==> src/rtl/spi_port_pkg.sv <==
package spi_port_pkg;
  typedef enum logic [2:0] {
    ST_IDLE,
    ST_LEAD,
    ST_HIGH,
    ST_LOW,
    ST_TAIL,
    ST_SLAVE
  } port_state_e;

  // bit positions inside the synchronized edge bundle
  localparam int SY_CLK = 0;
  localparam int SY_SEL = 1;
endpackage

==> src/rtl/spi_port_timer.sv <==
module spi_port_timer #(
  parameter int CW = 9
) (
  input  logic          clk,
  input  logic          rst,
  input  logic          load,
  input  logic [CW-1:0] len,
  output logic          expire
);
  logic [CW-1:0] cnt;

  always_ff @(posedge clk) begin
    if (rst) begin
      cnt <= '0;
    end else if (load) begin
      cnt <= len - CW'(1);
    end else if (cnt != '0) begin
      cnt <= cnt - CW'(1);
    end
  end

  assign expire = (cnt == '0);


  len_nonzero_chk: assert property (@(posedge clk) disable iff (rst)
    load |-> (len != '0));
endmodule

==> src/rtl/spi_port_sync.sv <==
module spi_port_sync #(
  parameter int         N       = 2,
  parameter logic [N:0] RST_VAL = '0
) (
  input  logic         clk,
  input  logic         rst,
  input  logic [N-1:0] edg_i,
  input  logic         dat_i,
  output logic [N-1:0] lvl_o,
  output logic [N-1:0] chg_o,
  output logic         dat_o
);
  localparam int TOT = N + 1;

  logic           ce;
  logic [TOT-1:0] s1, s2, s3;

  always_ff @(posedge clk) begin
    if (rst) begin
      ce    <= 1'b0;
      s1    <= RST_VAL;
      s2    <= RST_VAL;
      s3    <= RST_VAL;
      chg_o <= '0;
    end else begin
      ce <= ~ce;
      if (ce) begin
        s1    <= {dat_i, edg_i};
        s2    <= s1;
        s3    <= s2;
        chg_o <= s2[N-1:0] ^ s3[N-1:0];
      end else begin
        chg_o <= '0;
      end
    end
  end

  assign lvl_o = s3[N-1:0];
  assign dat_o = s3[N];


  chg_single_chk: assert property (@(posedge clk) disable iff (rst)
    (chg_o != '0) |=> (chg_o == '0));
endmodule

==> src/rtl/spi_port_shreg.sv <==
module spi_port_shreg #(
  parameter int W = 16
) (
  input  logic         clk,
  input  logic         rst,
  input  logic         load,
  input  logic [W-1:0] load_val,
  input  logic         shift,
  input  logic         sample,
  input  logic         din,
  output logic         tx_msb,
  output logic [W-1:0] rx_q
);
  logic [W-1:0] tx_sr;

  always_ff @(posedge clk) begin
    if (rst) begin
      tx_sr <= '0;
      rx_q  <= '0;
    end else begin
      if (load) begin
        tx_sr <= load_val;
        rx_q  <= '0;
      end else begin
        if (shift)  tx_sr <= {tx_sr[W-2:0], 1'b0};
        if (sample) rx_q  <= {rx_q[W-2:0], din};
      end
    end
  end

  assign tx_msb = tx_sr[W-1];


  no_load_shift_chk: assert property (@(posedge clk) disable iff (rst)
    !(load && (shift || sample)));
endmodule

==> src/rtl/spi_port.sv <==
module spi_port #(
  parameter int WIDTH = 16,
  parameter int DIV_W = 8
) (
  input  logic             clk,
  input  logic             rst,
  input  logic             slave_mode_i,
  input  logic [DIV_W-1:0] div_i,
  input  logic             start_i,
  input  logic [WIDTH-1:0] tx_word_i,
  input  logic             sdi_i,
  input  logic             sclk_i,
  input  logic             sel_n_i,
  output logic             sclk_o,
  output logic             sel_n_o,
  output logic             sdo_o,
  output logic             sdo_en_o,
  output logic             busy_o,
  output logic             done_o,
  output logic [WIDTH-1:0] rx_word_o
);
  import spi_port_pkg::*;

  localparam int CW = DIV_W + 1;
  localparam int BW = $clog2(WIDTH + 1);

  port_state_e      state;
  logic [DIV_W-1:0] div_q, eff;
  logic [CW-1:0]    per_q, low_q, high_q, per_new, tmr_len;
  logic [BW-1:0]    bits;
  logic             mode_q, last, expire, tmr_load;
  logic             sh_load, sh_shift, sh_sample, sh_din, tx_msb;
  logic [WIDTH-1:0] rx_q;
  logic [1:0]       sy_lvl, sy_chg;
  logic             sy_dat;
  logic             sl_assert, sl_release, sl_rise, sl_fall;

  // divide value and phase lengths
  assign eff     = (div_i == '0) ? DIV_W'(1) : div_i;
  assign per_new = {1'b0, eff} + CW'(1);
  assign per_q   = {1'b0, div_q} + CW'(1);
  assign low_q   = per_q >> 1;
  assign high_q  = per_q - low_q;
  assign last    = (bits == BW'(WIDTH));

  // slave line synchronizer
  spi_port_sync #(
    .N       (2),
    .RST_VAL (3'b010)
  ) u_sync (
    .clk   (clk),
    .rst   (rst),
    .edg_i ({sel_n_i, sclk_i}),
    .dat_i (sdi_i),
    .lvl_o (sy_lvl),
    .chg_o (sy_chg),
    .dat_o (sy_dat)
  );

  assign sl_assert  = sy_chg[SY_SEL] & ~sy_lvl[SY_SEL];
  assign sl_release = sy_chg[SY_SEL] &  sy_lvl[SY_SEL];
  assign sl_rise    = sy_chg[SY_CLK] &  sy_lvl[SY_CLK];
  assign sl_fall    = sy_chg[SY_CLK] & ~sy_lvl[SY_CLK];

  spi_port_timer #(.CW(CW)) u_timer (
    .clk    (clk),
    .rst    (rst),
    .load   (tmr_load),
    .len    (tmr_len),
    .expire (expire)
  );

  spi_port_shreg #(.W(WIDTH)) u_shreg (
    .clk      (clk),
    .rst      (rst),
    .load     (sh_load),
    .load_val (tx_word_i),
    .shift    (sh_shift),
    .sample   (sh_sample),
    .din      (sh_din),
    .tx_msb   (tx_msb),
    .rx_q     (rx_q)
  );

  assign sdo_o  = tx_msb;
  assign sh_din = (state == ST_SLAVE) ? sy_dat : sdi_i;

  // control decode
  always_comb begin
    tmr_load  = 1'b0;
    tmr_len   = per_q;
    sh_load   = 1'b0;
    sh_shift  = 1'b0;
    sh_sample = 1'b0;
    unique case (state)
      ST_IDLE: begin
        if (slave_mode_i) begin
          sh_load = sl_assert;
        end else if (start_i) begin
          sh_load  = 1'b1;
          tmr_load = 1'b1;
          tmr_len  = per_new;
        end
      end
      ST_LEAD, ST_LOW: begin
        if (expire) begin
          tmr_load  = 1'b1;
          tmr_len   = high_q;
          sh_sample = 1'b1;
        end
      end
      ST_HIGH: begin
        if (expire) begin
          tmr_load = 1'b1;
          tmr_len  = low_q;
          sh_shift = !last;
        end
      end
      ST_SLAVE: begin
        if (!sl_release) begin
          sh_sample = sl_rise;
          sh_shift  = sl_fall && !last && (bits != '0);
        end
      end
      default: ;
    endcase
  end

  // sequencer with registered outputs
  always_ff @(posedge clk) begin
    if (rst) begin
      state     <= ST_IDLE;
      div_q     <= DIV_W'(1);
      mode_q    <= 1'b0;
      bits      <= '0;
      sclk_o    <= 1'b0;
      sel_n_o   <= 1'b1;
      sdo_en_o  <= 1'b0;
      busy_o    <= 1'b0;
      done_o    <= 1'b0;
      rx_word_o <= '0;
    end else begin
      done_o <= 1'b0;
      unique case (state)
        ST_IDLE: begin
          if (slave_mode_i) begin
            if (sl_assert) begin
              mode_q   <= 1'b1;
              bits     <= '0;
              sdo_en_o <= 1'b1;
              busy_o   <= 1'b1;
              state    <= ST_SLAVE;
            end
          end else if (start_i) begin
            mode_q   <= 1'b0;
            div_q    <= eff;
            bits     <= '0;
            sel_n_o  <= 1'b0;
            sdo_en_o <= 1'b1;
            busy_o   <= 1'b1;
            state    <= ST_LEAD;
          end
        end
        ST_LEAD, ST_LOW: begin
          if (expire) begin
            sclk_o <= 1'b1;
            bits   <= bits + BW'(1);
            state  <= ST_HIGH;
          end
        end
        ST_HIGH: begin
          if (expire) begin
            sclk_o <= 1'b0;
            if (last) begin
              sdo_en_o <= 1'b0;
              state    <= ST_TAIL;
            end else begin
              state <= ST_LOW;
            end
          end
        end
        ST_TAIL: begin
          if (expire) begin
            sel_n_o   <= 1'b1;
            busy_o    <= 1'b0;
            done_o    <= 1'b1;
            rx_word_o <= rx_q;
            state     <= ST_IDLE;
          end
        end
        ST_SLAVE: begin
          if (sl_release) begin
            sdo_en_o <= 1'b0;
            busy_o   <= 1'b0;
            state    <= ST_IDLE;
          end else if (sl_rise) begin
            bits <= bits + BW'(1);
          end else if (sl_fall && last) begin
            sdo_en_o  <= 1'b0;
            busy_o    <= 1'b0;
            done_o    <= 1'b1;
            rx_word_o <= rx_q;
            state     <= ST_IDLE;
          end
        end
        default: state <= ST_IDLE;
      endcase
    end
  end


  done_pulse_chk: assert property (@(posedge clk) disable iff (rst)
    done_o |=> !done_o);


  idle_quiet_chk: assert property (@(posedge clk) disable iff (rst)
    !busy_o |-> (!sclk_o && sel_n_o));


  deselect_release_chk: assert property (@(posedge clk) disable iff (rst)
    (!mode_q && sel_n_o) |-> !sdo_en_o);


  div_hold_chk: assert property (@(posedge clk) disable iff (rst)
    (busy_o && $past(busy_o)) |-> $stable(div_q));


  shift_on_fall_chk: assert property (@(posedge clk) disable iff (rst)
    (!mode_q && busy_o && $past(busy_o) && !$fell(sclk_o)) |-> $stable(sdo_o));
endmodule

==> config.mk <==
export PLATFORM = sky130hd
export DESIGN_NAME = spi_port
export DESIGN_NICKNAME = d
export VERILOG_FILES = /design/src/rtl/spi_port_pkg.sv /design/src/rtl/spi_port_timer.sv /design/src/rtl/spi_port_sync.sv /design/src/rtl/spi_port_shreg.sv /design/src/rtl/spi_port.sv
export SDC_FILE = /design/constraint.sdc
export NUM_CORES = 1
export LEC_CHECK = 0
export BUFFER_PORTS_ARGS = -buffer_cell sky130_fd_sc_hd__buf_2
export CAP_MARGIN = 25
export CORE_MARGIN = 2
export CORE_UTILIZATION = 39
export CTS_CLUSTER_SIZE = 30
export DETAILED_ROUTE_END_ITERATION = 7
export PLACE_DENSITY = 0.68
export RECOVER_POWER = 50
export SLEW_MARGIN = 10
export SYNTH_ARGS = -nofsm -noshare
export SYNTH_HDL_FRONTEND = slang
export SYNTH_SLANG_ARGS = --single-unit
export TNS_END_PERCENT = 1
==> constraint.sdc <==
create_clock -name clk -period 4 [get_ports clk]
set_input_delay 0.6 -clock clk [delete_from_list [all_inputs] [get_ports clk]]
set_output_delay 0.6 -clock clk [all_outputs]
set_load 0.01 [all_outputs]
==> reports/results.txt <==
Synth Instances = 622
P_leak = 2.06 nW
Nets = 704
Synth Area in Adders = 0.0289
Simple-gate share of the synthesized area = 0.225
Row count = 41
Final Hold Viols = 0
Total GRT Usage = 0.183
Area share of the largest cell type after synthesis = 0.359
Non-filler cells, final = 839
Worst setup SP type = flop
# DRC = 0
Peak Freq = 0.265 GHz
Fraction of registers with async set or reset after synthesis = 0
Vias in the first global route = 4,406
Final Slew Violations = 52
Worst vdd ir = 0.344 mV
Proportion of layout cells with a drive suffix above 1 = 0.102
Slew headroom = -0.494
Count leader, synth = dfxtp_1
Post-DP HPWL = 9.28 mm
Gpl congestion = 0.906
Design Area, Final = 5730 um^2
H-Tree Depth = 3
#FFs+latches synth = 90
Worst hold path type = flop to flop
Initial antenna violation count = 0
Worst Path Required = 4.27 ns
CP max stage cell = or4b_4
Clock slew at the register clock pins of the worst setup and hold paths = 0.06 ns
Mean post-synth cell area = 8.07 um^2
Synth Area in XOR/XNOR = 0.0481
I/O Pins = 53
Total power = 3.51 mW
Fin crit share = 0.944
Finished Core Util = 0.454
CTS tree = built
TritonCTS buffer count = 9
Max FO, Critical Path = 12
Max_cap viols = 1
Arrival time of the worst setup path = 4.05 ns
First-pass GRT wire length = 21.1 mm
Cell Pwr Density = 612 nW/um^2
CP Capture Type = flop
Compound-gate portion of the synthesized area = 0.195
Seq/Total Area, Yosys = 0.359
Grt ovf = 0
CP Cell Sequence = ha_1 -> xor2_2 -> fa_1 -> or4b_1 -> o311ai_1 -> o221a_2 -> xnor2_1 -> a221oi_4 -> nand2_2 -> or4b_4 -> nor4_2 -> o21bai_1
Clk_lat worst skew = 0.34 ns
CP delay by family, top = simple AND/OR/NAND/NOR gates
Initial Util = 0.398
Distinct cell type count of the synthesized netlist = 72
# port buffers = 52
Final setup viols = 0
CP Class = flop to flop
Main combinational cell family by area after synthesis = simple AND/OR/NAND/NOR gates
Die X = 117 um
Minimum clock period = 3.77 ns
Failing checks = capacitance limit, slew limit
DRT Wirelength = 12.6 mm
Routed vias/inst = 5.49
1st-pass router iterations = 5
Synth cell count leaders = 90 x dfxtp_1, 84 x nor2_1, 79 x nand2_1, 49 x mux2i_1, 45 x a21oi_1
Clock skew = 0.00573 ns
Synth area leaders = dfxtp_1 36%, mux2i_1 9.8%, nor2_1 6.3%, nand2_1 5.9%, a21oi_1 4.5%
CP Buf/Inv Count = 0
Routed wire per std cell = 15.0 um
CP peak stage delay = 0.53 ns
RSZ-0062 raised after global routing = false
EDFF count, synth = 0
CTS root buf = clkbuf_16
DIE AREA = 13,800 um^2
Status = finished, violations left
Placed insts = 823
Die H = 117 um
Post-CTS Setup Repair Bufs = 0
Post-DP Area = 5460 um^2
Syn_nets = 664
Main synth FF type = dfxtp_1
Setup TNS = 0 ns
Via Count = 4,610
CTS Buffer Depth = 2
Slew at the pin closest to its max-slew limit = 2.24 ns
Clk sinks = 90
Synthesis-to-finish area growth = 14.1%
Yosys warning count = 0
Initial DRC Count = 284
Largest net degree at the start of global routing = 52
Core Area = 12,600 um^2
Synth Cell Area = 5020 um^2
Post-synthesis mux area share = 0.0977
Detail Route Antenna Nets = 0
Cell accounting for the most synthesized area = dfxtp_1
Ant. Diodes = 0
[registers in the layout, summed over array words and instances (netlist names)]
register	flops
bits	5
done_o	1
sclk_o	1
state	3
sdo_en_o	1
u_sync.s2	3
rx_word_o	16
u_shreg.tx_sr	16
div_q	8
sel_n_o	1
busy_o	1
u_sync.s1	3
u_sync.s3	3
u_shreg.rx_q	16
u_timer.cnt	9
u_sync.chg_o	2
u_sync.ce	1
[final cells by class]
class                      count  area, um^2
fill                        1309        6890
clock buffer                  10         229
clock inverter                 6        72.6
timing repair buffer          67         329
inverter                      20        75.1
sequential                    90        1800
multi-input combinational    474        3010
tap                          172         215
[placed cells by master, fill, tap and decap left out, types with 3 or more instances in the layout]
master,n
buf_2,29
a211o_1,3
o21a_1,3
o21ai_0,20
and2_1,5
nor2_1,84
nand3_1,15
xor2_1,9
mux2i_1,49
nor2b_1,8
nor3_1,6
a21oi_1,45
xnor2_1,14
clkbuf_1,28
o22ai_1,5
buf_4,11
a21o_1,4
nand3b_1,3
inv_1,18
or3_1,5
and3_1,5
o211ai_1,3
nand4_1,6
a22oi_1,3
nand2b_1,8
a211oi_1,20
clkbuf_16,9
nand2_1,79
ha_1,10
o31ai_1,5
o221ai_1,3
inv_6,3
dfxtp_1,90
[through the flow]
stage	setup slack [ns]	hold WS (ns)
CTS	0.115	0.474
finish	0.225	0.473
global route	0.00130	0.479
detailed placement	0.138	0.462
floorplan	0.419	0.432
global placement	0.256	0.451
[worst register-to-register path, delay by kind of cell (launching register included)]
kind                       cells  cell delay, ns
and+or+nand+nor                4            1.29
AOI/OAI and AO/OA              4            0.84
adders and majority gates      2            0.64
xor gates and xnor gates       2            0.43
DFF                            1            0.52
[layer usage]
| metal | GRT usage | part of all wire | vias up |
|---|---|---|---|
| met4 | 0.0738 | 0.026 | 0 |
| met2 | 0.305 | 0.47 | 102 |
| li1 | - | - | 2285 |
| met1 | 0.236 | 0.46 | 2193 |
| met3 | 0.0315 | 0.038 | 30 |
| met5 | 0 | 0 | - |
[timing repair]
item / CTS / global route
hold buffers: 0 / 0
resized for setup: 0 / 2
hold endpoints to repair: 0 / 0
setup endpoints to repair: 0 / 2
[report_power, final]
group,internal [mW],switching (mW)
Clock,0.494,0.362
Combinational,0.597,0.930
Sequential,1.02,0.104
Total,2.11,1.40
[final timing paths]
| kind | from | to | slack [ns] | depth (start not counted) |
|---|---|---|---|---|
| worst max-delay path | div_q[0] | u_timer.cnt[8] | 0.23 | 12 |
| worst min register to register | u_shreg.rx_q[3] | u_shreg.rx_q[3] | 0.47 | 2 |
| worst max register to register | div_q[0] | u_timer.cnt[8] | 0.23 | 12 |
| worst min-delay path | u_shreg.rx_q[3] | u_shreg.rx_q[3] | 0.47 | 2 |
[cell families (layout without fill, tap and decap cells)]
group	after synthesis	after routing
flip-flops	90	90
multiplexers	49	49
adder cells (fa/ha/maj)	11	11
buffers and inverters	58	103
AO/OA/AOI/OAI	145	145
AND/OR/NAND/NOR	243	243
XOR/XNOR	26	26
Note: power is estimated with default switching activity, not from simulation.
